File: config.mk
export PLATFORM = sky130hd
export DESIGN_NAME = adc_sout_port
export DESIGN_NICKNAME = d
export VERILOG_FILES = /design/src/rtl/adc_sout_pkg.sv /design/src/rtl/adc_sync_edge.sv /design/src/rtl/adc_conv_timer.sv /design/src/rtl/adc_sck_gen.sv /design/src/rtl/adc_sout_port.sv
export SDC_FILE = /design/constraint.sdc
export NUM_CORES = 1
export LEC_CHECK = 0
export BUFFER_PORTS_ARGS = -buffer_cell sky130_fd_sc_hd__buf_2
export CORE_UTILIZATION = 56
export DETAILED_ROUTE_END_ITERATION = 7
export GPL_TIMING_DRIVEN = 0
export PLACE_DENSITY = 0.82
export SLEW_MARGIN = 20
export SYNTH_ARGS = -nofsm -noshare
export SYNTH_HDL_FRONTEND = slang
export SYNTH_SLANG_ARGS = --single-unit
File: constraint.sdc
create_clock -name clk -period 2.2 [get_ports clk]
set_clock_uncertainty 0.15 [all_clocks]
set_input_delay 0.22 -clock clk [delete_from_list [all_inputs] [get_ports clk]]
set_output_delay 0.22 -clock clk [all_outputs]
set_load 0.03 [all_outputs]
File: src/rtl/adc_sout_pkg.sv
package adc_sout_pkg;
  localparam int FRAME_W = 32;
  localparam int VAL_W   = 28;
  localparam int CNT_W   = $clog2(FRAME_W);

  typedef enum logic [1:0] {
    ST_CONV  = 2'd0,
    ST_READY = 2'd1,
    ST_XFER  = 2'd2
  } port_st_e;

  // Frame layout: status flag (0 = done), channel, sign, range flag, value
  function automatic logic [FRAME_W-1:0] pack_frame(
    input logic             ch,
    input logic             sgn,
    input logic             exr,
    input logic [VAL_W-1:0] val
  );
    return {1'b0, ch, sgn, exr, val};
  endfunction
endpackage

File: src/rtl/adc_sync_edge.sv
module adc_sync_edge #(
  parameter int STAGES = 2
) (
  input  logic clk,
  input  logic d,
  output logic lvl,
  output logic rise,
  output logic fall
);
  logic [STAGES:0] sh;

  always_ff @(posedge clk) begin
    sh <= {sh[STAGES-1:0], d};
  end

  assign lvl  = sh[STAGES-1];
  assign rise = sh[STAGES-1] & ~sh[STAGES];
  assign fall = ~sh[STAGES-1] & sh[STAGES];
endmodule

File: src/rtl/adc_conv_timer.sv
module adc_conv_timer #(
  parameter int CYC = 200
) (
  input  logic clk,
  input  logic rst_n,
  input  logic run,
  output logic done
);
  localparam int CW = (CYC > 1) ? $clog2(CYC) : 1;
  logic [CW-1:0] cnt;

  assign done = run && (cnt == CW'(CYC - 1));

  always_ff @(posedge clk or negedge rst_n) begin
    if (!rst_n)          cnt <= '0;
    else if (!run || done) cnt <= '0;
    else                 cnt <= cnt + 1'b1;
  end
endmodule

File: src/rtl/adc_sck_gen.sv
module adc_sck_gen #(
  parameter int HALF = 4
) (
  input  logic clk,
  input  logic rst_n,
  input  logic en,
  output logic sck,
  output logic rise,
  output logic fall
);
  localparam int HW = (HALF > 1) ? $clog2(HALF) : 1;
  logic [HW-1:0] cnt;
  logic          wrap;

  assign wrap = en && (cnt == HW'(HALF - 1));
  assign rise = wrap && !sck;
  assign fall = wrap && sck;

  always_ff @(posedge clk or negedge rst_n) begin
    if (!rst_n) begin
      cnt <= '0;
      sck <= 1'b0;
    end else if (!en) begin
      cnt <= '0;
      sck <= 1'b0;
    end else if (wrap) begin
      cnt <= '0;
      sck <= ~sck;
    end else begin
      cnt <= cnt + 1'b1;
    end
  end
endmodule

File: src/rtl/adc_sout_port.sv
module adc_sout_port
  import adc_sout_pkg::*;
#(
  parameter int CONV_CYC = 200,
  parameter int SCK_HALF = 4,
  parameter int SYNC_STG = 2
) (
  input  logic             clk,
  input  logic             rst_n,
  input  logic             cs_n,
  input  logic             sck_in,
  output logic             sck_out,
  output logic             sck_drv,
  output logic             sdo,
  output logic             sdo_en,
  input  logic [VAL_W-1:0] smp_val,
  input  logic             smp_sgn,
  input  logic             smp_exr,
  output logic             ch_sel
);
  localparam logic [CNT_W-1:0] LAST_BIT = CNT_W'(FRAME_W - 1);

  // synchronised pins and their edges
  logic cs_lvl, cs_rise, cs_fall;
  logic sck_lvl, xsck_rise, xsck_fall;

  adc_sync_edge #(.STAGES(SYNC_STG)) u_cs_sync (
    .clk(clk), .d(cs_n), .lvl(cs_lvl), .rise(cs_rise), .fall(cs_fall)
  );
  adc_sync_edge #(.STAGES(SYNC_STG)) u_sck_sync (
    .clk(clk), .d(sck_in), .lvl(sck_lvl), .rise(xsck_rise), .fall(xsck_fall)
  );

  // named internal events
  port_st_e          state;
  logic [CNT_W-1:0]  fcnt;
  logic [FRAME_W-1:0] frame_q;
  logic              cur_ch;
  logic              int_mode;
  logic              cs_low;
  logic              conv_run;
  logic              conv_done;
  logic              gen_en, gen_rise, gen_fall;
  logic              sh_rise, sh_fall;
  logic              held_ch;
  logic              sdo_bit;

  assign cs_low   = !cs_lvl;
  assign conv_run = (state == ST_CONV);
  assign held_ch  = frame_q[FRAME_W-2];

  // clock mode: loads during reset and on every chip-select fall
  always_ff @(posedge clk) begin
    if (!rst_n || cs_fall) int_mode <= sck_lvl;
  end

  adc_conv_timer #(.CYC(CONV_CYC)) u_timer (
    .clk(clk), .rst_n(rst_n), .run(conv_run), .done(conv_done)
  );

  assign gen_en = int_mode && cs_low && (state != ST_CONV);

  adc_sck_gen #(.HALF(SCK_HALF)) u_sck_gen (
    .clk(clk), .rst_n(rst_n), .en(gen_en),
    .sck(sck_out), .rise(gen_rise), .fall(gen_fall)
  );

  assign sh_rise = int_mode ? gen_rise : (cs_low && xsck_rise);
  assign sh_fall = int_mode ? gen_fall : (cs_low && xsck_fall);

  always_ff @(posedge clk or negedge rst_n) begin
    if (!rst_n) begin
      state   <= ST_CONV;
      fcnt    <= '0;
      frame_q <= '0;
      cur_ch  <= 1'b0;
    end else begin
      unique case (state)
        ST_CONV: begin
          if (conv_done) begin
            frame_q <= pack_frame(cur_ch, smp_sgn, smp_exr, smp_val);
            cur_ch  <= ~cur_ch;
            state   <= ST_READY;
          end
        end
        ST_READY: begin
          if (cs_low && sh_rise) begin
            fcnt  <= '0;
            state <= ST_XFER;
          end
        end
        ST_XFER: begin
          if (cs_rise) begin
            state <= ST_CONV;
          end else if (sh_fall) begin
            if (fcnt == LAST_BIT) begin
              fcnt  <= '0;
              state <= ST_CONV;
            end else begin
              fcnt <= fcnt + 1'b1;
            end
          end
        end
        default: state <= ST_CONV;
      endcase
    end
  end

  always_comb begin
    unique case (state)
      ST_CONV:  sdo_bit = 1'b1;
      ST_READY: sdo_bit = 1'b0;
      ST_XFER:  sdo_bit = frame_q[LAST_BIT - fcnt];
      default:  sdo_bit = 1'b1;
    endcase
  end

  assign sdo_en  = cs_low;
  assign sdo     = cs_low & sdo_bit;
  assign sck_drv = int_mode;
  assign ch_sel  = cur_ch;
endmodule

==> impl_metrics.ini <==
[status]
status = finished, violations left
violations = setup timing

[power_and_ir_drop]
ir_worst_vdd_v = 0.000544
power_mw = 2.28
power_leakage_nw = 1.52
cellPowerDensity_nw_per_um2 = 656

[cells_and_area]
mostFrequentLayoutCells = dfrtp_1 (50), buf_2 (37), dlygate4sd3_1 (33), mux2_2 (31), nand2_1 (16)
syn2layout_area_growth_pct = 33.5
diodes = 0
drive_above_1_share_pct = 35.3
mostFrequentLayoutCell = dfrtp_1
fill_cells = 253
nets = 328

[yosys]
synth_warnings = 0
synthesis.nets = 243
yosysSeqAreaShare_pct = 53.9
ys_ff_latch = 57
synth_cell_types = 43
synth_area_sq_um = 2600
ys_dominant_reg_cell = dfrtp_1
async_flop_share_pct = 87.7
synth-edff-count = 1
yosys-top-cells-area = dfrtp_1 (48%), mux2_2 (14%), dfxtp_1 (4.6%)
synth_cells = 205
synth_top_area_share_pct = 48.1
yosys.area.top_type = dfrtp_1
syn_avg_cell_area_sq_um = 12.7

[critical_path]
crit_fanout = 6
criticalPathCategory = reg -> out
worstPathArrival_ns = 2.11
worstSetupEndpointType = output port
required_ns = 1.83
startpoint_type = register

[routing]
drt_iter0_markers = 66
first_pass_iters = 5
ant_nets = 0
vias = 1884
wire_per_inst_um = 16.1
drt-vias-per-instance = 5.43
drt_drc_violations_left = 0
wl_mm = 5.57

[clocking]
clk-insertion-delay-late_ns = 0.33
cts.path.max_buffers = 2
htreeDepth = 3
numCtsBuffers = 9
cts_tree = done
clkTransAtPathRegs_ns = 0.06
clockRootBuffer = clkbuf_8
cts.sinks = 57

[timing]
finalHoldViolations = 0
fin_crit_ns = 2.48
whs_ns = 0.176
grt_setup_unrepaired = true
fin_ws_ns = -0.279
max_freq_mhz = 403
finalMaxSlewViolations = 0
worst-slew-pin-transition_ns = 0.673
finalCritPeriodShare_pct = 113
relSlewSlack_pct = 55.2
setup_violations = 1
tns_ns = -0.279

[global_routing]
met2_usage_pct = 43.2
grt_overflow_total = 0
busiest_layer = met2
grt_usage_pct = 25.5
grt_pass1_wl_mm = 9.30
grt_util_met1_pct = 30.7
grt_pass1_vias = 1979
grt_max_degree = 29
antenna_found_initial = 0
met3_usage_pct = 6.93

[flow_run]
max_cap_violations = 0

[die]
initial_utilization_pct = 58.9
ios = 39
design.die.area_sq_um = 4920
fp.coreArea_sq_um = 4410
num_rows = 24
die_x_um = 70.1
die_y_um = 70.1

[placed_design]
place_congestion = 0.833
hpwl_mm = 3.30
portBuffers = 38

[hold_path]
hp-class = reg -> reg
-- sequential cells by signal, summed over array words and instances, names as in the netlist --
register	cells
frame_q	31
u_cs_sync.sh	3
ch_sel	1
state	2
fcnt	5
u_sck_gen.sck	1
sck_drv	1
u_timer.cnt	8
u_sck_sync.sh	3
u_sck_gen.cnt	2
-- report_power, final --
part | internal, mW | leakage [nW] | switching [mW]
clock network | 0.615 | 0.107 | 0.393
registers | 1.09 | 0.675 | 0.0208
logic | 0.101 | 0.743 | 0.0617
-- worst max-delay path, cell delays in order (launching register included) --
cell and delay [ns]:
dfrtp_1 0.38, buf_6 0.16, mux4_2 0.51, mux2_4 0.29, nand2_2 0.07, nand4_1 0.08
and3_4 0.16, buf_6 0.13
-- worst paths after layout --
| path | start | end | slack [ns] | cells past startpoint |
|---|---|---|---|---|
| max in group asynchronous | rst_n | frame_q[7] | 1.04 | 3 |
| worst max register to register | fcnt[0] | fcnt[3] | 0.08 | 7 |
| worst max-delay path | fcnt[0] | sdo | -0.28 | 7 |
| worst min register to register | u_sck_sync.sh[0] | u_sck_sync.sh[1] | 0.18 | 0 |
| min in group asynchronous | rst_n | state[1] | 0.31 | 2 |
| worst min-delay path | u_sck_sync.sh[0] | u_sck_sync.sh[1] | 0.18 | 0 |
-- cells in the mapped netlist (all sizes together) (2+ instances only) --
library cell / n
and2b: 2
nor4b: 2
mux2i: 7
o21ai: 10
ha: 4
buf: 4
xnor2: 5
dfxtp: 6
nand3b: 2
inv: 3
xor2: 2
nor2b: 4
mux4: 4
clkbuf: 4
nor2: 14
nand3: 7
dfrtp: 50
and3: 3
mux2: 32
nand4: 2
nand2b: 4
nand2: 17
a21oi: 2
-- metal layers --
metal / share of wire (%) / wire (um)
met5: 0 / 0
met4: 2.0 / 110
met3: 3.8 / 214
met2: 53 / 2940
met1: 41 / 2310
-- kinds of logic (layout without fill, tap and decap cells) --
kind of cell	Yosys count	in the layout	share of synthesized area [%]
compound gates	20	20	5.06
xor+xnor	7	7	2.36
fa+ha+maj	4	4	1.93
buf+inv	11	101	2.94
flops	57	57	53.9
mux	43	43	20.5
simple gates	63	63	13.3
-- what timing repair did --
item	CTS	global route
endpoints found under the setup margin	1	3
setup buffers	1	1
hold buffers	33	0
gates resized for setup	8	3
endpoints found under the hold margin	58	0
-- stage by stage --
step	cell area, sq um	instances	utilization (%)	worst slack (ns)
4_1_cts	3450	346	78.1	-0.289
3_5_place_dp	2880	296	65.3	-0.00939
2_1_floorplan	2600	205	-	0.206
3_3_place_gp	2850	295	64.7	0.0183
5_1_grt	3470	347	78.6	-0.366
6_report	3470	347	78.6	-0.279
-- layout make-up --
type / count / area, sq um / area share (%)
Clock inverter: 2 / 35.0 / 1.01
Sequential cell: 57 / 1400 / 40.4
Tap cell: 52 / 65.1 / 1.88
Timing Repair Buffer: 74 / 569 / 16.4
Inverter: 3 / 11.3 / 0.325
Multi-Input combinational cell: 137 / 1150 / 33.0
Clock buffer: 14 / 173 / 4.98
Buffer: 8 / 68.8 / 1.98
No activity file was read; power rests on OpenSTA's default activity.
